<file path="src/rtl/nsp_pkg.sv">
package nsp_pkg;
  typedef enum logic [1:0] {
    ST_IDLE   = 2'd0,
    ST_SETUP  = 2'd1,
    ST_STROBE = 2'd2,
    ST_HOLD   = 2'd3
  } seq_st_e;
endpackage

</file>
<file path="src/rtl/nsp_decode.sv">
module nsp_decode #(
  parameter int ADR_W = 8,
  parameter int SEL_W = 2,
  parameter logic [ADR_W-1:0] BASE_ADR = 8'h40
) (
  input  logic [ADR_W-1:0] adr_i,
  output logic             hit_o,
  output logic [SEL_W-1:0] sel_o
);
  localparam int TAG_W = ADR_W - SEL_W;
  localparam logic [TAG_W-1:0] BASE_TAG = BASE_ADR[ADR_W-1:SEL_W];

  assign hit_o = (adr_i[ADR_W-1:SEL_W] == BASE_TAG);
  assign sel_o = adr_i[SEL_W-1:0];
endmodule

</file>
<file path="src/rtl/nsp_bus_if.sv">
module nsp_bus_if #(
  parameter int DAT_W = 8,
  parameter int SEL_W = 2
) (
  input  logic             clk_i,
  input  logic             rst_ni,
  input  logic             hit_i,
  input  logic [SEL_W-1:0] sel_i,
  input  logic             stb_i,
  input  logic             we_i,
  input  logic [DAT_W-1:0] dat_i,
  input  logic             busy_i,
  output logic             ack_o,
  output logic [DAT_W-1:0] dat_o,
  output logic             start_o,
  output logic [DAT_W-1:0] word_o,
  output logic [SEL_W-1:0] sel_o
);
  logic             ack_q, rd_q;
  logic [DAT_W-1:0] word_q;
  logic [SEL_W-1:0] sel_q;
  logic             wr_take, rd_take;

  // ack_q gate keeps a strobe held through the ack cycle from re-firing
  assign wr_take = hit_i && stb_i &&  we_i && !busy_i && !ack_q;
  assign rd_take = hit_i && stb_i && !we_i && !ack_q;

  always_ff @(posedge clk_i or negedge rst_ni) begin
    if (!rst_ni) begin
      ack_q  <= 1'b0;
      rd_q   <= 1'b0;
      word_q <= '0;
      sel_q  <= '0;
    end else begin
      ack_q <= wr_take || rd_take;
      rd_q  <= rd_take;
      if (wr_take) begin
        word_q <= dat_i;
        sel_q  <= sel_i;
      end
    end
  end

  assign ack_o   = ack_q;
  assign dat_o   = rd_q ? word_q : '0;
  assign start_o = wr_take;
  assign word_o  = word_q;
  assign sel_o   = sel_q;

  p_ack_single_r10: assert property (@(posedge clk_i) disable iff (!rst_ni)
    ack_q |=> !ack_q);

  p_no_wr_ack_busy_r8: assert property (@(posedge clk_i) disable iff (!rst_ni)
    (stb_i && we_i && busy_i) |=> !(ack_q && !rd_q));

  p_word_frozen_r8: assert property (@(posedge clk_i) disable iff (!rst_ni)
    (busy_i && $past(busy_i)) |-> ($stable(word_q) && $stable(sel_q)));
endmodule

</file>
<file path="src/rtl/nsp_seq.sv">
module nsp_seq
  import nsp_pkg::*;
#(
  parameter int DAT_W     = 8,
  parameter int NIB_W     = 4,
  parameter int SEL_W     = 2,
  parameter int SETUP_CYC = 2,
  parameter int HOLD_CYC  = 1,
  localparam int NIBS     = DAT_W / NIB_W,
  localparam int IDX_W    = (NIBS > 1) ? $clog2(NIBS) : 1,
  localparam int EXT_AW   = SEL_W + IDX_W
) (
  input  logic              clk_i,
  input  logic              rst_ni,
  input  logic              start_i,
  input  logic [DAT_W-1:0]  word_i,
  input  logic [SEL_W-1:0]  sel_i,
  output logic              busy_o,
  output logic [NIB_W-1:0]  ext_dat_o,
  output logic [EXT_AW-1:0] ext_adr_o,
  output logic              ext_en_o
);
  localparam int CNT_MAX = (SETUP_CYC > HOLD_CYC) ? SETUP_CYC : HOLD_CYC;
  localparam int CNT_W   = $clog2(CNT_MAX + 1);

  seq_st_e          state_q;
  logic [IDX_W-1:0] idx_q;
  logic [CNT_W-1:0] cnt_q;
  logic [NIB_W-1:0] nib_a [NIBS];

  for (genvar g = 0; g < NIBS; g++) begin : g_nib
    assign nib_a[g] = word_i[g*NIB_W +: NIB_W];
  end

  always_ff @(posedge clk_i or negedge rst_ni) begin
    if (!rst_ni) begin
      state_q <= ST_IDLE;
      idx_q   <= '0;
      cnt_q   <= '0;
    end else begin
      unique case (state_q)
        ST_IDLE: if (start_i) begin
          state_q <= ST_SETUP;
          idx_q   <= '0;
          cnt_q   <= '0;
        end
        ST_SETUP: begin
          if (cnt_q == CNT_W'(SETUP_CYC - 1)) begin
            state_q <= ST_STROBE;
            cnt_q   <= '0;
          end else begin
            cnt_q <= cnt_q + 1'b1;
          end
        end
        ST_STROBE: begin
          state_q <= ST_HOLD;
          cnt_q   <= '0;
        end
        ST_HOLD: begin
          if (cnt_q == CNT_W'(HOLD_CYC - 1)) begin
            cnt_q <= '0;
            if (idx_q == IDX_W'(NIBS - 1)) begin
              state_q <= ST_IDLE;
              idx_q   <= '0;
            end else begin
              state_q <= ST_SETUP;
              idx_q   <= idx_q + 1'b1;
            end
          end else begin
            cnt_q <= cnt_q + 1'b1;
          end
        end
        default: state_q <= ST_IDLE;
      endcase
    end
  end

  assign busy_o    = (state_q != ST_IDLE);
  assign ext_en_o  = (state_q == ST_STROBE);
  assign ext_dat_o = busy_o ? nib_a[idx_q] : '0;
  assign ext_adr_o = busy_o ? {sel_i, idx_q} : '0;

  p_en_single_r6: assert property (@(posedge clk_i) disable iff (!rst_ni)
    ext_en_o |=> !ext_en_o);

  p_setup_stable_r5: assert property (@(posedge clk_i) disable iff (!rst_ni)
    ext_en_o |-> ($stable(ext_adr_o) && $stable(ext_dat_o) && !$past(ext_en_o)));

  p_hold_stable_r6: assert property (@(posedge clk_i) disable iff (!rst_ni)
    ext_en_o |=> ($stable(ext_adr_o) && $stable(ext_dat_o)));

  p_low_first_r4: assert property (@(posedge clk_i) disable iff (!rst_ni)
    $rose(busy_o) |-> (ext_adr_o[IDX_W-1:0] == '0));

  p_high_last_r7: assert property (@(posedge clk_i) disable iff (!rst_ni)
    $fell(busy_o) |-> ($past(ext_adr_o[IDX_W-1:0]) == IDX_W'(NIBS - 1)));
endmodule

</file>
<file path="src/rtl/nibble_disp_port.sv">
module nibble_disp_port #(
  parameter int ADR_W                = 8,
  parameter int DAT_W                = 8,
  parameter int NIB_W                = 4,
  parameter int SEL_W                = 2,
  parameter logic [ADR_W-1:0] BASE_ADR = 8'h40,
  parameter int SETUP_CYC            = 2,
  parameter int HOLD_CYC             = 1,
  localparam int NIBS                = DAT_W / NIB_W,
  localparam int IDX_W               = (NIBS > 1) ? $clog2(NIBS) : 1,
  localparam int EXT_AW              = SEL_W + IDX_W
) (
  input  logic              clk_i,
  input  logic              rst_ni,
  input  logic [ADR_W-1:0]  bus_adr_i,
  input  logic [DAT_W-1:0]  bus_dat_i,
  input  logic              bus_stb_i,
  input  logic              bus_we_i,
  output logic [DAT_W-1:0]  bus_dat_o,
  output logic              bus_ack_o,
  output logic [NIB_W-1:0]  ext_dat_o,
  output logic [EXT_AW-1:0] ext_adr_o,
  output logic              ext_en_o
);
  logic             hit, start, busy;
  logic [SEL_W-1:0] sel_in, sel_q;
  logic [DAT_W-1:0] word_q;

  nsp_decode #(.ADR_W(ADR_W), .SEL_W(SEL_W), .BASE_ADR(BASE_ADR)) u_dec (
    .adr_i(bus_adr_i), .hit_o(hit), .sel_o(sel_in)
  );

  nsp_bus_if #(.DAT_W(DAT_W), .SEL_W(SEL_W)) u_bus (
    .clk_i(clk_i), .rst_ni(rst_ni), .hit_i(hit), .sel_i(sel_in),
    .stb_i(bus_stb_i), .we_i(bus_we_i), .dat_i(bus_dat_i), .busy_i(busy),
    .ack_o(bus_ack_o), .dat_o(bus_dat_o), .start_o(start),
    .word_o(word_q), .sel_o(sel_q)
  );

  nsp_seq #(.DAT_W(DAT_W), .NIB_W(NIB_W), .SEL_W(SEL_W),
            .SETUP_CYC(SETUP_CYC), .HOLD_CYC(HOLD_CYC)) u_seq (
    .clk_i(clk_i), .rst_ni(rst_ni), .start_i(start), .word_i(word_q),
    .sel_i(sel_q), .busy_o(busy), .ext_dat_o(ext_dat_o),
    .ext_adr_o(ext_adr_o), .ext_en_o(ext_en_o)
  );

  p_outside_silent_r1: assert property (@(posedge clk_i) disable iff (!rst_ni)
    (bus_stb_i && (bus_adr_i[ADR_W-1:SEL_W] != BASE_ADR[ADR_W-1:SEL_W])) |=> !bus_ack_o);
endmodule

</file>
<file path="config.mk">
export PLATFORM = sky130hd
export DESIGN_NAME = nibble_disp_port
export DESIGN_NICKNAME = d
export VERILOG_FILES = /design/src/rtl/nsp_pkg.sv /design/src/rtl/nsp_decode.sv /design/src/rtl/nsp_bus_if.sv /design/src/rtl/nsp_seq.sv /design/src/rtl/nibble_disp_port.sv
export SDC_FILE = /design/constraint.sdc
export NUM_CORES = 1
export LEC_CHECK = 0
export BUFFER_PORTS_ARGS = -buffer_cell sky130_fd_sc_hd__buf_2
export CAP_MARGIN = 0
export CORE_ASPECT_RATIO = 0.75
export CORE_MARGIN = 4
export CORE_UTILIZATION = 48
export CTS_CLUSTER_SIZE = 20
export DETAILED_ROUTE_END_ITERATION = 8
export PLACE_DENSITY = 0.78
export SLEW_MARGIN = 15
export SYNTH_ARGS = -nofsm -noshare
export SYNTH_HDL_FRONTEND = slang
export SYNTH_SLANG_ARGS = --single-unit
</file>
<file path="constraint.sdc">
create_clock -name clk_i -period 2.07 [get_ports clk_i]
set_input_delay 0.5175 -clock clk_i [delete_from_list [all_inputs] [get_ports clk_i]]
set_output_delay 0.5175 -clock clk_i [all_outputs]
set_load 0.01 [all_outputs]
</file>
==> impl_results.md, run 1 <==
- Final design utilization: roughly two thirds
- Total gr overflow: 0
- Clock Root Buffer: clkbuf_4
- Leak: approximately 0.00068 uW
- Simple-gate portion of the synthesized area: between 15 and 20%
- Hold Path Class: in -> async
- Main combinational cell family by area after synthesis: simple AND/OR/NAND/NOR gates
- Worst endpoint required time: about 1.6 ns
- Core area: 1840 sq um
- Fin Clk Skew: between 0.0008 and 0.0009 ns
- Fin area: between 1000 and 1500 sq um
- Boundary pin count: 37
- Synth Area in Compound Gates: approximately 8.6%
- Reg area: roughly 430 sq um
- TritonCTS clock tree: built
- Peak supply drop: 730 uV
- Via Count: roughly 770
- Post-synthesis mux area share: between 10% and 20%
- Initial core utilization: 53.8%
- Drt initial violations: 12
- Layout cell share with drive strength beyond 1: between 40% and 50%
- RePlAce Congestion: approximately 0.81
- Fmax: around 500 MHz
- Final Cycle Share: a little over nine tenths
- Antenna violations before repair: 0
- Final Hold Viols: 0
- Clock Power Share: 14.4%
- Clock insertion delay at the later pin of the skew report: around 0.28 ns
- Most used flip-flop cell after synthesis: dfrtp_1
- Endpoints failing setup: 0
- Xor/xnor share of the synthesized area: 0%
- Async SR Flop Fraction: 100%
- Tot GR Track Use: approximately 16%
- Cell Area, Placed: 1200 sq um
- Seq/Total Area, Yosys: between 40% and 50%
- Yosys warning count: 0
- Die width: just over 60 microns
- Total detailed-routing wirelength: around 2 mm
- Switching power: 464 uW
- Antenna-violating nets left: 0
- Maxcap violations: 0
- PortBufs: 36
- Htree depth: 1
- Synth Instances: just under 90
- CP endpoint kind: output port
- Core Rows: 13
- Tmin final: a little under 2 ns
- Num CTS Buffers: 3
- Die Y-Extent: around 47 microns
- Worst-path clk slew: approximately 0.090 ns
- Post-synth design cell area: ~990 sq um
- Area grow syn2layout: 24.5%
- DRC Markers: 0
- Number of synthesized flops with an enable pin: 0
- Post-synthesis adder-cell area fraction: 10.1%
- Yosys reg bits: 17
- Max_slew headroom: around 72%
- Largest net degree at the start of global routing: 18
- FILL cells: approximately 160
- TritonCTS Sinks: 17
- Switching share of power: roughly two fifths
- Crit Path Max Fanout: 5
- Average wire per standard cell: around 13 microns
- Final net count: 157
- Setup Crit Path Kind: reg -> out
- Measured slew at the worst slew-check pin: about 0.41 ns
- Vias in the first global route: 748
- Vias/cell: about 5.2
- Drt pass-1 iters: 3
- Global-route wire length before repair: between 3 and 4 mm
- Avg Synthesized Cell Area: 11.2 sq um
- Hpwl dp: 1.60 mm
- Pins Over Slew Limit: 0
- Clock Tree Buf Depth: 2
- P_int: 723 uW
- # diodes: 0
- PwrDens: approximately 960 nW/um^2
- Total negative slack: 0 ns
- Comb power frac: a little under half
- Arr. time, crit path: between 1 and 1.5 ns
- Status: finished, final reports clean
- Crit start category: register
- R2R Setup Slk: around 0.37 ns
- Part of the power in registers: between 30% and 40%
- Die area: around 2900 sq um
- Area occupied by multi-input gates: roughly 540 sq um
- Syn Nets: approximately 120
- Yosys cell types: 23
synth_stat cells (2+ instances only):
cell / number / area share [%]
inv_1: 6 / 2.3
o21ai_0: 2 / 1.0
nand2_1: 3 / 1.1
nor2b_1: 3 / 1.9
nor2_1: 10 / 3.8
and2_1: 8 / 5.1
dfrtp_1: 17 / 43
a21oi_1: 4 / 2.0
ha_1: 8 / 10
mux2i_1: 4 / 4.0
mux2_2: 11 / 13
power by group through the flow:
stage	Clock [uW]	Sequential, uW	Combinational, uW
finish	171	462	555
detailed placement	0	468	543
global placement	0	462	519
CTS	178	461	545
floorplan	0	433	412
global route	190	471	626
final timing paths:
check | from | end | cells past startpoint
worst max-delay path | u_seq.state_q[0] | ext_adr_o[1] | 5
worst min-delay path | rst_ni | u_seq.state_q[0] | 1
worst max register to register | u_bus.ack_o | u_seq.state_q[1] | 4
worst min register to register | u_bus.sel_o[0] | u_bus.sel_o[0] | 1
max in group asynchronous | rst_ni | u_bus.word_o[6] | 1
min in group clk_i | bus_dat_i[2] | u_bus.word_o[2] | 2
metrics by stage:
step	instances	hold slack [ns]	worst slack, ns	power [uW]
global route	150	0.151	-0.000738	1290
finish	150	0.132	0.109	1190
detailed placement	146	0.452	0.184	1010
CTS	150	0.138	0.0296	1180
floorplan	88	0.222	0.404	844
global placement	146	0.462	0.247	980
cells by family after synthesis:
family                     after synthesis
adders and majority gates                8
DFF                                     17
and+or+nand+nor                         29
muxes                                   15
buffers and inverters                    8
AOI/OAI and AO/OA                       11
metal layers:
layer,GRT usage [%],wire length [microns],part of all wire (%),up-vias
met5,0,0,0,-
met4,5.19,18,0.90,0
met3,4.95,149,7.4,4
met2,27.6,1000,50,25
met1,18.5,837,42,363
li1,-,-,-,381
flip-flops by register name, indices dropped and copies added (netlist names):
name / cells
u_bus.rd_q: 1
u_seq.cnt_q: 2
u_bus.ack_o: 1
u_bus.word_o: 8
u_bus.sel_o: 2
u_seq.state_q: 2
u_seq.idx_q: 1
cells in the final DEF (no fill, tap or decap):
master,instances
a211oi_1,1
a21oi_1,4
a221oi_1,1
a31oi_4,1
and2_1,8
and4bb_2,1
buf_2,36
buf_4,2
clkbuf_1,1
clkbuf_4,3
dfrtp_1,17
ha_1,7
ha_2,1
inv_1,6
mux2_2,11
mux2i_1,4
nand2_1,3
nand2b_1,1
nand4_4,1
nor2_1,10
nor2b_1,3
nor3_1,1
nor4_4,1
o21ai_0,2
o221ai_1,1
o31a_1,1
cell type report:
class	count	area share (%)
multi-input cells	63	43.5
flip-flops and latches	17	34.5
repair buffers	38	15.8
well taps	22	2.23
clock buffers	4	2.13
inverters	6	1.83
timing repair:
action	CTS	global route
setup buffers	0	0
hold buffers	0	0
setup endpoints to repair	0	3
gates resized for setup	0	1
critical path, stage by stage (launching register included):
cell,delay [ns]
dfrtp_1,0.40
inv_1,0.11
ha_2,0.23
buf_4,0.16
nor2b_1,0.12
buf_2,0.14
(Power assumes the default switching activity.)
==> run 2: changes to the inputs <==
Settings changed: CORE_ASPECT_RATIO 0.75 to 1.25.
==> impl_results.md, run 2 (same netlist as run 1, synthesis figures left out) <==
- # diodes: 0
- Final Cycle Share: between 90% and 100%
- DRC Markers: 0
- Most frequent cells in the layout: buf_2 (36), dfrtp_1 (17), mux2_2 (11), nor2_1 (10), and2_1 (8)
- Final net count: between 150 and 200
- Arr. time, crit path: approximately 1.4 ns
- Average wire per standard cell: about 13 microns
- Peak supply drop: 566 uV
- R2R Setup Slk: 0.42 ns
- PortBufs: 36
- Cells along the critical path: inv_1 > ha_4 > buf_4 > nor2b_1 > buf_2
- Core area: 1960 sq um
- Worst endpoint required time: roughly 1.6 ns
- TritonCTS Sinks: 17
- Max_slew headroom: 73.5%
- Worst r2r dst: u_seq.state_q[1]
- Hpwl dp: around 1.5 mm
- TritonCTS clock tree: built
- Total gr overflow: 0
- RSZ-0062 raised after global routing: no
- Measured slew at the worst slew-check pin: approximately 0.39 ns
- RePlAce Congestion: just over 0.8
- Clock Root Buffer: clkbuf_4
- Core Rows: 18
- Initial core utilization: 50.5%
- Min Hold Slack: ~0.14 ns
- Switching power: around 460 uW
- Status: finished, final reports clean
- Setup Crit Path Kind: reg -> out
- Maxcap violations: 0
- Global-route wire length before repair: 3.33 mm
- Pins Over Slew Limit: 0
- Htree depth: 1
- Die Y-Extent: just under 60 microns
- Slowest stage delay, CP: around 0.42 ns
- Total detailed-routing wirelength: 1.94 mm
- Die width: between 40 and 50 microns
- Total negative slack: 0 ns
- Num CTS Buffers: 3
- Vias/cell: just over 5
- Reg2Reg Depth: 4
- Crit start category: register
- Worst path slowest cell: dfrtp_1
- Tot GR Track Use: between 10% and 20%
- Boundary pin count: 37
- PwrDens: roughly 960 nW/um^2
- Fmax: just over 500 MHz
- Layout cell share with drive strength beyond 1: 44.1%
- Vias in the first global route: 802
- Switching share of power: about two fifths
- Crit Path Max Fanout: 6
- Clock Tree Buf Depth: 2
- FILL cells: around 150
- Most common cell after layout, fill and taps aside: buf_2
- Drt pass-1 iters: 2
- Antenna violations before repair: 0
- Max reg flops: 8
- Drt initial violations: 11
- Tmin final: between 1.5 and 2 ns
- Via Count: ~760
- Hold Path Class: in -> async
- Final Hold Viols: 0
- Largest net degree at the start of global routing: 18
- Antenna-violating nets left: 0
- R2r startpoint: u_bus.ack_o
- CTS hold repair buffers: 0
- Worst-path clk slew: around 0.090 ns
- Fin Clk Skew: 0.00159 ns
- Clock insertion delay at the later pin of the skew report: about 0.28 ns
- Die area: 2860 sq um
- Worst path bufs/invs: 3
- CP endpoint kind: output port
- Endpoints failing setup: 0
- CP top delay family: flip-flops
- Clock Power Share: about 15%
- Part of the power in registers: 38.7%
- P_int: 722 uW
- Area grow syn2layout: 24.5%
- Comb power frac: a little under half
- Leak: about 0.00067 uW
[run 2: changes by cell type in the layout (fill, tap and decap cells not counted)]
cell and delta:
ha_4 +1, buf_4 -1, ha_2 -1
[run 2: what timing repair did]
item	4_1_cts	5_1_grt
cloned	0	0
setup endpoints to repair	5	5
pin swaps	0	0
endpoints found under the hold margin	0	0
buffers inserted	0	0
gates resized for setup	1	1
[run 2: how the worst max path moves through the flow]
stage	to	startpoint	slack, ns	cells past startpoint
global route	ext_adr_o[2]	u_seq.state_q[1]	0.03	5
floorplan	u_seq.state_q[1]	bus_adr_i[3]	0.40	4
global placement	u_seq.state_q[1]	bus_adr_i[3]	0.23	5
CTS	ext_adr_o[1]	u_seq.state_q[0]	0.07	5
finish	ext_adr_o[2]	u_seq.state_q[1]	0.12	5
detailed placement	u_seq.state_q[1]	bus_adr_i[3]	0.21	5
[run 2: layout make-up]
| class | instances | area [sq um] | share of cell area [%] |
|---|---|---|---|
| clock buffer | 4 | 26.3 | 2.13 |
| sequential | 17 | 425 | 34.5 |
| timing repair buffer | 37 | 188 | 15.2 |
| inverter | 6 | 22.5 | 1.83 |
| multi-input combinational | 63 | 546 | 44.3 |
| tap | 20 | 25.0 | 2.03 |
[run 2: routing by layer]
metal | wire (microns) | track usage [%] | share of wire, % | vias up
met1 | 790 | 16.2 | 41 | 354
met2 | 992 | 25.9 | 51 | 26
met5 | 0 | 0 | 0 | -
met4 | 25 | 7.69 | 1.3 | 0
li1 | - | - | - | 379
met3 | 133 | 3.29 | 6.9 | 4
[run 2: worst reg2reg max path, cell delays in order, from the launching register on]
cell	delay, ns
dfrtp_1	0.41
nor4_4	0.44
a31oi_4	0.18
nor2_1	0.17
mux2_2	0.34
[run 2: through the flow]
stage	area [sq um]	worst slack, ns	std cells	power (uW)	utilization, %
6_report	1230	0.118	147	1180	62.9
5_1_grt	1230	0.0343	147	1290	62.9
4_1_cts	1220	0.0671	147	1170	62.4
3_5_place_dp	1190	0.213	143	985	60.9
3_3_place_gp	1190	0.234	143	971	60.9
2_1_floorplan	990	0.404	88	844	-
[run 2: power by group through the flow]
stage | Combinational [uW] | Sequential (uW) | Clock, uW
3_3_place_gp | 510 | 461 | 0
3_5_place_dp | 520 | 465 | 0
4_1_cts | 531 | 458 | 178
5_1_grt | 628 | 469 | 193
2_1_floorplan | 412 | 433 | 0
6_report | 550 | 456 | 172
